--- src/rtl/pp_pkg.sv ---
`timescale 1ns/1ps
package pp_pkg;
  typedef enum logic {LANE_SINGLE = 1'b0, LANE_DUAL = 1'b1} lane_e;
endpackage

--- src/rtl/pp_bit_gather.sv ---
`timescale 1ns/1ps
module pp_bit_gather
  import pp_pkg::*;
(
  input  logic       clk,
  input  logic       rst_n,
  input  logic       clear,
  input  logic       take,
  input  lane_e      lane,
  input  logic [1:0] bits,
  output logic       byte_done,
  output logic [7:0] byte_val
);
  logic [6:0] sr;
  logic [2:0] cnt;

  always_comb begin
    if (lane == LANE_DUAL) begin
      byte_val  = {sr[5:0], bits};
      byte_done = take && (cnt == 3'd6);
    end else begin
      byte_val  = {sr, bits[0]};
      byte_done = take && (cnt == 3'd7);
    end
  end

  always_ff @(posedge clk or negedge rst_n) begin
    if (!rst_n) begin
      sr  <= '0;
      cnt <= '0;
    end else if (clear) begin
      cnt <= '0;
    end else if (take) begin
      if (lane == LANE_DUAL) begin
        sr  <= {sr[4:0], bits};
        cnt <= cnt + 3'd2;
      end else begin
        sr  <= {sr[5:0], bits[0]};
        cnt <= cnt + 3'd1;
      end
    end
  end

  AST_DUAL_EVEN: assert property (@(posedge clk) disable iff (!rst_n)
    (lane == LANE_DUAL) |-> !cnt[0]);
endmodule

--- src/rtl/pp_page_store.sv ---
`timescale 1ns/1ps
module pp_page_store #(
  parameter int PAGE_BYTES = 256,
  localparam int OFF_W = $clog2(PAGE_BYTES)
) (
  input  logic                  clk,
  input  logic                  rst_n,
  input  logic                  we,
  input  logic [OFF_W-1:0]      waddr,
  input  logic [7:0]            wdata,
  input  logic                  mask_clr,
  input  logic [OFF_W-1:0]      raddr,
  output logic [7:0]            rdata,
  output logic [PAGE_BYTES-1:0] mask
);
  logic [7:0] mem [PAGE_BYTES];

  always_ff @(posedge clk or negedge rst_n) begin
    if (!rst_n) begin
      for (int i = 0; i < PAGE_BYTES; i++) mem[i] <= 8'hFF;
    end else if (we) begin
      mem[waddr] <= wdata;
    end
  end

  always_ff @(posedge clk or negedge rst_n) begin
    if (!rst_n) begin
      mask <= '0;
    end else if (mask_clr) begin
      mask <= '0;
    end else if (we) begin
      mask[waddr] <= 1'b1;
    end
  end

  assign rdata = mem[raddr];

  AST_MASK_SET: assert property (@(posedge clk) disable iff (!rst_n)
    (we && !mask_clr) |=> mask[$past(waddr)]);
endmodule

--- src/rtl/pp_busy_timer.sv ---
`timescale 1ns/1ps
module pp_busy_timer #(
  parameter int BUSY_CYCLES = 75000,
  localparam int CNT_W = $clog2(BUSY_CYCLES + 1)
) (
  input  logic clk,
  input  logic rst_n,
  input  logic start,
  output logic busy
);
  logic [CNT_W-1:0] cnt;

  always_ff @(posedge clk or negedge rst_n) begin
    if (!rst_n) begin
      busy <= 1'b0;
      cnt  <= '0;
    end else if (start && !busy) begin
      busy <= 1'b1;
      cnt  <= CNT_W'(BUSY_CYCLES - 1);
    end else if (busy) begin
      if (cnt == '0) busy <= 1'b0;
      else           cnt  <= cnt - 1'b1;
    end
  end

  AST_CNT_LIMIT: assert property (@(posedge clk) disable iff (!rst_n)
    cnt <= CNT_W'(BUSY_CYCLES - 1));
  AST_IDLE_CLEAR: assert property (@(posedge clk) disable iff (!rst_n)
    !busy |-> (cnt == '0));
endmodule

--- src/rtl/page_prog_buffer.sv ---
`timescale 1ns/1ps
module page_prog_buffer
  import pp_pkg::*;
#(
  parameter int ADDR_W      = 24,
  parameter int PAGE_BYTES  = 256,
  parameter int BUSY_CYCLES = 75000,
  localparam int OFF_W  = $clog2(PAGE_BYTES),
  localparam int PAGE_W = ADDR_W - OFF_W
) (
  input  logic                  clk,
  input  logic                  rst_n,
  input  logic                  sel_n,
  input  logic                  hdr_valid,
  input  logic                  hdr_dual,
  input  logic [ADDR_W-1:0]     hdr_addr,
  input  logic                  wel,
  input  logic                  prot,
  input  logic                  bit_valid,
  output logic                  bit_ready,
  input  logic [1:0]            bit_data,
  input  logic [OFF_W-1:0]      rd_addr,
  output logic [7:0]            rd_data,
  output logic                  prog_start,
  output logic [PAGE_W-1:0]     prog_page,
  output logic [PAGE_BYTES-1:0] prog_mask,
  output logic                  busy
);
  logic             armed, got_byte, sel_q;
  lane_e            lane;
  logic [OFF_W-1:0] off;
  logic             take, hdr_take, hdr_ok, sel_rise, launch;
  logic             byte_done;
  logic [7:0]       byte_val;

  assign bit_ready = !busy;
  assign take      = armed && !sel_n && bit_valid && bit_ready;
  assign hdr_take  = hdr_valid && !sel_n && !busy;
  assign hdr_ok    = hdr_take && wel && !prot;
  assign sel_rise  = sel_n && !sel_q;
  assign launch    = sel_rise && armed && got_byte;

  always_ff @(posedge clk or negedge rst_n) begin
    if (!rst_n) begin
      sel_q      <= 1'b1;
      armed      <= 1'b0;
      got_byte   <= 1'b0;
      lane       <= LANE_SINGLE;
      off        <= '0;
      prog_page  <= '0;
      prog_start <= 1'b0;
    end else begin
      sel_q      <= sel_n;
      prog_start <= launch;
      if (sel_rise) begin
        armed <= 1'b0;
      end else if (hdr_take) begin
        armed <= hdr_ok;
        if (hdr_ok) begin
          lane      <= lane_e'(hdr_dual);
          prog_page <= hdr_addr[ADDR_W-1:OFF_W];
          off       <= hdr_addr[OFF_W-1:0];
          got_byte  <= 1'b0;
        end
      end else if (byte_done) begin
        off      <= off + 1'b1;
        got_byte <= 1'b1;
      end
    end
  end

  pp_bit_gather u_gather (
    .clk(clk), .rst_n(rst_n), .clear(hdr_ok), .take(take), .lane(lane),
    .bits(bit_data), .byte_done(byte_done), .byte_val(byte_val)
  );

  pp_page_store #(.PAGE_BYTES(PAGE_BYTES)) u_store (
    .clk(clk), .rst_n(rst_n), .we(byte_done), .waddr(off), .wdata(byte_val),
    .mask_clr(hdr_ok), .raddr(rd_addr), .rdata(rd_data), .mask(prog_mask)
  );

  pp_busy_timer #(.BUSY_CYCLES(BUSY_CYCLES)) u_timer (
    .clk(clk), .rst_n(rst_n), .start(launch), .busy(busy)
  );

  AST_START_PULSE: assert property (@(posedge clk) disable iff (!rst_n)
    prog_start |=> !prog_start);
  AST_START_AFTER_RISE: assert property (@(posedge clk) disable iff (!rst_n)
    prog_start |-> $past(sel_n));
  AST_START_BUSY: assert property (@(posedge clk) disable iff (!rst_n)
    prog_start |-> busy);
  AST_MASK_HELD: assert property (@(posedge clk) disable iff (!rst_n)
    (busy && $past(busy)) |-> ($stable(prog_mask) && $stable(prog_page)));
endmodule

--- config.mk ---
export PLATFORM = sky130hd
export DESIGN_NAME = page_prog_buffer
export DESIGN_NICKNAME = d
export VERILOG_FILES = /design/src/rtl/pp_pkg.sv /design/src/rtl/pp_bit_gather.sv /design/src/rtl/pp_page_store.sv /design/src/rtl/pp_busy_timer.sv /design/src/rtl/page_prog_buffer.sv
export SDC_FILE = /design/constraint.sdc
export NUM_CORES = 2
export LEC_CHECK = 0
export BUFFER_PORTS_ARGS = -buffer_cell sky130_fd_sc_hd__buf_4
export CAP_MARGIN = 10
export CORE_ASPECT_RATIO = 1.4
export CORE_MARGIN = 1
export CORE_UTILIZATION = 30
export CTS_BUF_LIST = sky130_fd_sc_hd__clkbuf_2
export CTS_CLUSTER_DIAMETER = 80
export DETAILED_ROUTE_END_ITERATION = 16
export PLACE_DENSITY = 0.53
export SLEW_MARGIN = 20
export SYNTH_ARGS = -nofsm -noshare
export SYNTH_HDL_FRONTEND = slang
export SYNTH_SLANG_ARGS = --single-unit
--- constraint.sdc ---
create_clock -name clk -period 3.8 [get_ports clk]
set_clock_uncertainty 0.1 [all_clocks]
set_input_delay 0.19 -clock clk [delete_from_list [all_inputs] [get_ports clk]]
set_output_delay 0.19 -clock clk [all_outputs]
set_load 0.005 [all_outputs]
==> impl_metrics.toml <==
[cells_and_area]
drive_gt1_share_pct = 45.30
areaGrowthSynthToFinish_pct = 17.15
fillers = 34280
nets = 10120

[global_route]
grt_usage_pct = 19.35
grt_pass1_vias = 78680
grt_max_degree = 171
grt_pass1_wl_mm = 513.2
grt.overflow.total = 0
antenna_found_initial = 28

[logic_synthesis]
synthArstFlopShare_pct = 100.0
ys_types = 67
synth_fp_nets = 9309
ys_seq_area_share_pct = 59.23
synthCells = 9259
synth-edff-count = 0
synthesis.area_um2 = 104100
ys.flop_type = "dfstp_2"
ys_warn_count = 0
postSynthAreaPerCell_um2 = 11.24
ys_ff_latch = 2361

[floorplanning]
dieWidth_um = 499.8
die_area_um2 = 349300
die_y_um = 698.9
coreArea_um2 = 344900
rows = 255
io_pins = 325
initial_utilization_pct = 30.18

[sta]
worstMarginPinSlew_ps = 977.0
rsz0062_at_grt = "true"
hold_violations = 0
post-route-period-util_pct = 118.8
clock.fmax_mhz = 221.4
max_slew_margin_pct = 33.47
fin_crit_ps = 4516
drv_slew = 0
layout_setup_ws_ps = -716.2
setup_violations = 8
timing.hold.ws_ps = 104.8

[place]
place_hpwl_mm = 231.8
gp_congestion = 0.8636
io_buffer_count = 324

[flow_run]
drv_cap = 0

[hold_path]
hold_class = "in2reg"

[clock_network]
clockRootBuffer = "clkbuf_2"
cts_tree = "built"
clk-insertion-delay-late_ps = 1890
path_clk_slew_ps = 110
cts_max_path_buffers = 4
htreeDepth = 6
numCtsBuffers = 601
clkSinkCount = 2361

[critical_path]
critPathRequiredTime_ps = 3510
crit_fanout = 2
critPathArrivalTime_ps = 4230
start_kind = "flop"
cp-end-kind = "output port"
path_class = "reg2out"

[detailed_routing]
wire_per_inst_um = 22.59
via_count = 76160
antenna_left = 0
drtIter0Drc = 5329
drt_first_pass_iters = 8
routed_via_density = 5.028
wl_mm = 342.2
drc = 0

[pwr]
power.leakage_nw = 48.43
ir_drop_mv = 0.1931
power_density_nw_per_um2 = 373.2
p_total_mw = 45.50

[run_status]
violations = "setup timing"
outcome = "complete, but fails checks"
[sequential cells by signal, indices dropped and copies added (netlist names)]
name	flops
sel_q	1
u_timer.cnt	17
off	8
u_store.mask	256
u_gather.sr	7
u_store.mem	2048
u_gather.cnt	3
lane	1
prog_page	16
u_timer.busy	1
armed	1
prog_start	1
got_byte	1
[cells in the final DEF (no fill, tap or decap), types with 17 or more instances in the layout]
cell / Yosys / layout
nor2_2: 19 / 33
clkbuf_2: 0 / 862
o22ai_1: 35 / 26
o21ai_0: 812 / 802
inv_1: 82 / 81
dlygate4sd3_1: 0 / 129
nor2_1: 1530 / 1513
mux4_2: 418 / 418
a22oi_1: 133 / 105
nand2_1: 923 / 921
a22o_1: 22 / 22
nor3_1: 36 / 20
mux2i_1: 186 / 175
a22oi_2: 0 / 28
dfrtp_1: 312 / 312
mux2_2: 273 / 271
buf_12: 0 / 71
a21oi_1: 1251 / 1220
inv_2: 0 / 20
o221ai_1: 32 / 28
dfstp_2: 2049 / 2049
nor2_8: 20 / 20
o21ai_1: 8 / 17
nand3_1: 77 / 75
clkinv_1: 0 / 124
a21oi_2: 0 / 27
buf_4: 60 / 766
[timing repair]
action | 4_1_cts | 5_1_grt
setup endpoints to repair | 8 | 28
pin swaps | 43 | 39
hold buffers | 131 | 0
setup buffers | 0 | 1
endpoints found under the hold margin | 4616 | 0
gates resized for setup | 129 | 60
[layout make-up]
class | count | area [um^2] | area share (%)
Tap cell | 4626 | 5788 | 4.747
Clock inverter | 186 | 1197 | 0.9820
Multi-Input combinational cell | 6037 | 39910 | 32.73
Clock buffer | 862 | 4314 | 3.538
Antenna cell | 10 | 25.02 | 0.02052
Inverter | 82 | 307.8 | 0.2524
Sequential cell | 2361 | 61650 | 50.56
Timing Repair Buffer | 983 | 8746 | 7.173
[Yosys cell counts (22+ instances only)]
library cell	n	area [um^2]
nor2_1	1530	5743
a22oi_1	133	998.5
a22o_1	22	192.7
o21ai_0	812	4064
o22ai_1	35	219.0
nand3_1	77	385.4
nor3_1	36	180.2
mux4_2	418	9414
nor4_1	26	162.7
mux2i_1	186	1862
mux2_2	273	3074
nand2_1	923	3465
a21oi_1	1251	6261
o221ai_1	32	280.3
buf_2	131	655.6
inv_1	82	307.8
dfrtp_1	312	7807
buf_1	23	86.33
dfstp_2	2049	53840
buf_4	60	450.4
clkbuf_1	554	2079
[power breakdown]
| group | internal (mW) | switching, mW | leakage [nW] |
|---|---|---|---|
| Combinational | 0.669 | 1.51 | 19.3 |
| Sequential | 25.2 | 0.000231 | 25.0 |
| Clock | 7.17 | 10.9 | 4.16 |
[per-stage QoR]
step / std cells / cell area (um^2) / worst slack, ps / setup TNS [ps] / utilization [%]
after floorplan: 9259 / 104100 / 759.2 / 0 / -
after global placement: 13960 / 114000 / -840.3 / -4039 / 33.06
after detailed placement: 13970 / 114100 / -503.6 / -1316 / 33.09
after CTS: 15140 / 121600 / -991.5 / -7065 / 35.25
after global routing: 15140 / 121900 / -935.5 / -6518 / 35.35
final: 15150 / 121900 / -716.2 / -5030 / 35.35
[path summary, 6_finish.rpt]
path,slack [ps],start,cells past startpoint,to
max in group asynchronous,1330,rst_n,8,u_store.mask[238]
min in group asynchronous,740,rst_n,6,off[3]
worst min register to register,370,u_store.mem[582],2,u_store.mem[582]
worst max-delay path,-720,u_store.mem[1958],8,rd_data[6]
worst min-delay path,100,hdr_valid,7,off[4]
worst max register to register,250,u_timer.busy,9,prog_page[5]
[cell families (layout without fill, tap and decap cells)]
group	after synthesis	in the layout	synth area share (%)
buffers and inverters	861	2113	3.566
multiplexers	877	877	13.79
XOR/XNOR	13	13	0.1094
other	0	10	0
adder cells (fa/ha/maj)	8	8	0.09618
AND/OR/NAND/NOR	2754	2754	10.90
flip-flops	2361	2361	59.23
AO/OA/AOI/OAI	2385	2385	12.31
[layer usage]
metal	global-route usage (%)	vias up	wire [um]
li1	-	34230	-
met1	23.72	38750	137800
met2	32.52	2427	167700
met3	3.909	740	20310
met4	9.062	10	16310
met5	0	-	56
[critical path, stage by stage, from the launching register on]
cell,delay (ps)
dfstp_2,550
mux4_2,270
mux2i_1,100
o31ai_2,290
a211o_1,230
a41oi_2,60
buf_6,170
nor4_4,520
buf_4,210
Power figures use the tool's default switching activity.
